`src/rtl/bus_hold_pkg.sv`:
```
package bus_hold_pkg;
  // bit 0 : acknowledge driven, bit 1 : float armed on the rising edge
  typedef enum logic [1:0] {
    ST_OWN     = 2'b00,
    ST_GRANT   = 2'b01,
    ST_FLOATED = 2'b11,
    ST_RETURN  = 2'b10
  } hold_state_e;

  localparam int ACK_BIT   = 0;
  localparam int FLOAT_BIT = 1;
endpackage

```
`src/rtl/hold_rst_sync.sv`:
```
module hold_rst_sync #(
  parameter int STAGES = 2
) (
  input  logic clk,
  input  logic rst_n,
  output logic rst_sync_n
);
  localparam int LAST = STAGES - 1;

  logic [LAST:0] sync_q;
  logic [LAST:0] sync_d;

  generate
    if (STAGES == 1) begin : g_single
      assign sync_d = 1'b1;
    end else begin : g_chain
      assign sync_d = {sync_q[LAST-1:0], 1'b1};
    end
  endgenerate

  always_ff @(posedge clk or negedge rst_n) begin
    if (!rst_n) sync_q <= '0;
    else        sync_q <= sync_d;
  end

  assign rst_sync_n = sync_q[LAST];
endmodule

```
`src/rtl/hold_grant_fsm.sv`:
```
module hold_grant_fsm
  import bus_hold_pkg::*;
(
  input  logic clk,
  input  logic rst_sync_n,
  input  logic hold_req_i,
  input  logic xfer_busy_i,
  output logic hold_s_o,
  output logic hlda_o,
  output logic float_arm_o
);
  hold_state_e state_q, state_d;
  logic        hold_s_q;
  logic [1:0]  state_bits;

  // request sampler
  always_ff @(posedge clk or negedge rst_sync_n) begin
    if (!rst_sync_n) hold_s_q <= 1'b0;
    else             hold_s_q <= hold_req_i;
  end

  // next state
  always_comb begin
    state_d = state_q;
    unique case (state_q)
      ST_OWN, ST_RETURN:
        state_d = (hold_s_q && !xfer_busy_i) ? ST_GRANT : ST_OWN;
      ST_GRANT, ST_FLOATED:
        state_d = hold_s_q ? ST_FLOATED : ST_RETURN;
      default:
        state_d = ST_OWN;
    endcase
  end

  // state register
  always_ff @(posedge clk or negedge rst_sync_n) begin
    if (!rst_sync_n) state_q <= ST_OWN;
    else             state_q <= state_d;
  end

  assign state_bits  = state_q;
  assign hold_s_o    = hold_s_q;
  assign hlda_o      = state_bits[ACK_BIT];
  assign float_arm_o = state_bits[FLOAT_BIT];
endmodule

```
`src/rtl/hold_float_ctl.sv`:
```
module hold_float_ctl (
  input  logic clk,
  input  logic rst_sync_n,
  input  logic hlda_i,
  input  logic float_arm_i,
  output logic float_o
);
  logic hlda_neg_q;

  // falling-edge copy of the acknowledge: gives the half-clock return
  always_ff @(negedge clk or negedge rst_sync_n) begin
    if (!rst_sync_n) hlda_neg_q <= 1'b0;
    else             hlda_neg_q <= hlda_i;
  end

  assign float_o = float_arm_i & hlda_neg_q;
endmodule

```
`src/rtl/bus_hold_arbiter.sv`:
```
module bus_hold_arbiter #(
  parameter int RST_SYNC_STAGES = 2
) (
  input  logic clk,
  input  logic rst_n,
  input  logic hold_req_i,
  input  logic xfer_busy_i,
  input  logic core_cyc_req_i,
  output logic hold_ack_o,
  output logic bus_float_o,
  output logic ext_stall_o,
  output logic cyc_start_o
);
  logic rst_sync_n;
  logic hold_s;
  logic float_arm;

  hold_rst_sync #(.STAGES(RST_SYNC_STAGES)) u_rst (
    .clk        (clk),
    .rst_n      (rst_n),
    .rst_sync_n (rst_sync_n)
  );

  hold_grant_fsm u_fsm (
    .clk         (clk),
    .rst_sync_n  (rst_sync_n),
    .hold_req_i  (hold_req_i),
    .xfer_busy_i (xfer_busy_i),
    .hold_s_o    (hold_s),
    .hlda_o      (hold_ack_o),
    .float_arm_o (float_arm)
  );

  hold_float_ctl u_flt (
    .clk         (clk),
    .rst_sync_n  (rst_sync_n),
    .hlda_i      (hold_ack_o),
    .float_arm_i (float_arm),
    .float_o     (bus_float_o)
  );

  assign ext_stall_o = hold_ack_o | bus_float_o;
  assign cyc_start_o = core_cyc_req_i & ~xfer_busy_i & ~ext_stall_o & ~hold_s;
endmodule

```
`config.mk`:
```
export PLATFORM = sky130hd
export DESIGN_NAME = bus_hold_arbiter
export DESIGN_NICKNAME = d
export VERILOG_FILES = /design/src/rtl/bus_hold_pkg.sv /design/src/rtl/hold_rst_sync.sv /design/src/rtl/hold_grant_fsm.sv /design/src/rtl/hold_float_ctl.sv /design/src/rtl/bus_hold_arbiter.sv
export SDC_FILE = /design/constraint.sdc
export NUM_CORES = 1
export LEC_CHECK = 0
export BUFFER_PORTS_ARGS = -buffer_cell sky130_fd_sc_hd__buf_2
export CORE_AREA = 2 2 39 41
export CTS_CLUSTER_DIAMETER = 60
export DETAILED_ROUTE_END_ITERATION = 8
export DIE_AREA = 0 0 41 43
export HOLD_SLACK_MARGIN = 0.08
export SLEW_MARGIN = 40
export SYNTH_ARGS = -nofsm -noshare
export SYNTH_HDL_FRONTEND = slang
export SYNTH_HIERARCHICAL = 1
export SYNTH_SLANG_ARGS = --single-unit
```
`constraint.sdc`:
```
create_clock -name clk -period 2.12 [get_ports clk]
set_input_delay 0.212 -clock clk [delete_from_list [all_inputs] [get_ports clk]]
set_output_delay 0.212 -clock clk [all_outputs]
set_load 0.01 [all_outputs]
```
# Yosys cells after proc, flatten, opt, wreduce, memory -nomap -nowiden
# Index checks and enable logic that the tools add are counted.
[totals]
inputBits = 5
wordCells = 23
ff_bits = 6
out_inout_bits = 4
[classes]
reduce_logical = 5
n_eq_ne = 3
bitwise_logic = 8
mux = 3
[ops]
columns = ["operator", "n"]
rows = [
  ["$and A1 B1 Y1", 4],
  ["$eq A2 B2 Y1 const B", 2],
  ["$pmux W2 S2", 1],
  ["$reduce_or A2 Y1", 2],
  ["$not A1 Y1", 3],
  ["$eq A2 B1 Y1 const B", 1],
  ["$logic_not A2 Y1", 1],
  ["$mux W1", 2],
  ["$logic_and A1 B1 Y1", 1],
  ["$logic_not A1 Y1", 1],
  ["$or A1 B1 Y1", 1],
]

# Depth between registers and ports, before layout
[logic_depth]
ltp_word = 5
mapped_depth = 3
mapped_depth_nobuf = 3

# Modules after synthesis
# Netlist, hierarchy kept.
[modules_own_cells]
columns = ["module", "instances", "cells_each", "seq_area_each_um2", "area_each_um2"]
rows = [
  ["hold_grant_fsm", 1, 6, 75.1, 90.1],
  ["hold_rst_sync", 1, 3, 50.0, 53.8],
  ["hold_float_ctl", 1, 2, 25.0, 31.3],
  ["bus_hold_arbiter", 1, 2, 0.0, 23.8],
]

==> results.toml <==
[synth]
synth_warnings = 6
number_of_standard_cells_after_synthesis = 13
yosys_register_bits = 6
syn_area_per_cell_um2 = 15.3
synth.area.top_cells = "sky130_fd_sc_hd__dfrtp_1, sky130_fd_sc_hd__dfrtn_1, sky130_fd_sc_hd__nor4b_2, sky130_fd_sc_hd__or2_4, sky130_fd_sc_hd__a21boi_1"
synth.net_count = 18
netlist_area_um2 = 199
synth.largest_area_cell = "sky130_fd_sc_hd__dfrtp_1"
yosysSeqAreaShare_pct = 75.5
synth_largest_type_area_fraction_pct = 62.9
synth_cell_types = 9

[power]
pwr-share-comb_pct = 9.8
p_switching_uw = 54.9
totalPowerFinal_uw = 263
power_density_nw_per_um2 = 815
share_clk_of_total_power_pct = 42.4
power_frac_seq_pct = 47.8
reported_leakage_power_uw = 0.000161
internal-power_uw = 208
max-vdd-ir-drop_v = 0.000307
swShare_pct = 20.9

[clock_tree]
clk_pin_slew_ps = 40
tritoncts = "built"
worstSkewPairLatency_ps = 250
ctsRootBufferMaster = "sky130_fd_sc_hd__clkbuf_4"
clkSinkCount = 6
postCtsSetupRepairBufs = 0
clk_buf_depth = 2
tritoncts.num_buffers = 3
h-tree-depth = 1
cts_resized = 0

[worst_setup_path]
timing.critical_path.buf_inv = 1
worstSetupStartpointType = "register"
slowest_stage = "sky130_fd_sc_hd__dfrtn_1"
cp_top_family = "simple AND/OR/NAND/NOR gates"
endpoint_kind = "output pin"
required_worst_endpoint_ps = 1910
worst-r2r-cell-count = 0
cp_cell_sequence = "and2_4, or2_4, nor4b_4, buf_2"
crit_fanout = 2
timing.critical_path.depth = 4
worst-setup-path-type = "reg2out"
cp_slowest_stage_delay_ps = 310
worst_ep_arrival_time_ps = 2340

[sta]
final-max-slew-violation-count = 0
hold_ws_ps = 202
hold_viol_final = 0
finalSetupViolations = 3
rsz_0062_raised_after_global_routing = "true"
clock-skew-final_ps = 12.5
setup_slack_ps = -433

[grt]
grt_start_max_net_pins = 6
global_route_overflow = 0
first_pass_grt_wire_length_um = 379
antenna_found_initial = 0
groute.usage.overall_pct = 4.06
first_global_vias = 86

[placement]
detailed_place_hpwl_um = 231
place.gp.congestion = 0.532
place.port_buffers = 8
dp_cells = 36

[routing]
viasPerCell = 3.23
drt-pass1-iter-count = 1
dr_total_vias = 139
totalWireLength_um = 324
remaining_drc_errors = 0
drtIter0Drc = 0
drt-wirelength-per-cell_um = 7.53
ant_nets = 0

[layout]
final_cell_count_no_fill = 43
nets = 33
area.growth.synth_to_final_pct = 62.3
final_layout_size_suffix_gt1_share_pct = 51.9
n_antenna_cell = 0
layout_commonest_cell = "sky130_fd_sc_hd__buf_2"
layout_common_cells = "sky130_fd_sc_hd__buf_2, sky130_fd_sc_hd__dfrtp_1, sky130_fd_sc_hd__clkbuf_4, sky130_fd_sc_hd__dlygate4sd3_1"

[die]
core_area_um2 = 1380
die_x_um = 41
start_util_pct = 14.4
std_cell_rows = 14
num_io_pins = 9
die_area_um2 = 1760
die-height_um = 43

[run]
maxCapViolations = 0

[outcome]
violations = "negative setup slack"
outcome = "complete, but fails checks"

[hold_path]
holdCritPathClass = "in2reg"
worstHoldPathCells = 2
[sequential cells by signal, indices dropped and copies added (netlist names)]
name,cells
u_rst/sync_q,2
u_flt/hlda_neg_q,1
u_fsm/state_bits,2
u_fsm/hold_s_o,1
[kinds of logic after synthesis]
kind of cell | after synthesis | share of synthesized area [%]
buffers and inverters | 2 | 3.77
AO/OA/AOI/OAI | 1 | 3.77
other | 1 | 1.88
AND/OR/NAND/NOR | 3 | 15.1
flip-flops | 6 | 75.5
[final timing paths]
kind | from | end | slack [ps]
max in group asynchronous | u_rst/sync_q[1] | u_flt/hlda_neg_q | 1020
worst min-delay path | xfer_busy_i | u_fsm/state_bits[0] | 200
worst max register to register | u_fsm/state_bits[0] | u_flt/hlda_neg_q | 490
min in group asynchronous | rst_n | u_rst/sync_q[0] | 300
worst max-delay path | u_flt/hlda_neg_q | cyc_start_o | -430
worst min register to register | u_rst/sync_q[0] | u_rst/sync_q[1] | 340
[metal layers]
layer | GRT usage (%) | part of all wire, % | vias up
met5 | 0 | 0 | -
met4 | 2.00 | 0 | 0
met1 | 5.65 | 49 | 59
met3 | 6.28 | 18 | 0
met2 | 2.50 | 33 | 11
li1 | - | - | 69
[power groups by stage]
stage | clock network [µW] | registers (µW) | logic, µW
6_report | 112 | 126 | 25.7
2_1_floorplan | 0 | 128 | 11.3
3_3_place_gp | 0 | 128 | 20.6
5_1_grt | 123 | 127 | 27.9
4_1_cts | 117 | 126 | 26.0
3_5_place_dp | 0 | 128 | 20.7
[Yosys cell counts]
cell type                  instances
sky130_fd_sc_hd__or2_4             1
sky130_fd_sc_hd__and2_1            1
sky130_fd_sc_hd__inv_1             1
sky130_fd_sc_hd__dfrtn_1           1
sky130_fd_sc_hd__conb_1            1
sky130_fd_sc_hd__a21boi_1          1
sky130_fd_sc_hd__dfrtp_1           5
sky130_fd_sc_hd__clkbuf_1          1
sky130_fd_sc_hd__nor4b_2           1
[through the flow]
step           instance area (µm²)  util (%)  TNS, ps  worst slack (ps)
2_1_floorplan                  210         -     -110              -110
3_3_place_gp                   267      19.3     -166              -166
3_5_place_dp                   267      19.3     -170              -170
4_1_cts                        323      23.3     -700              -442
5_1_grt                        323      23.3     -807              -482
6_report                       323      23.3     -676              -433
[cell type report]
cell class | instances | area, µm²
sequential | 6 | 150
multi-input combinational | 5 | 52.6
timing repair buffer | 11 | 70.1
fill | 143 | 1060
tap | 16 | 20.0
inverter | 1 | 3.75
clock buffer | 4 | 26.3
[repair_timing]
item                                    in CTS  in global routing
endpoints found under the setup margin       3                  3
endpoints found under the hold margin        6                  0
hold buffers                                 3                  0
(Power assumes the default switching activity.)
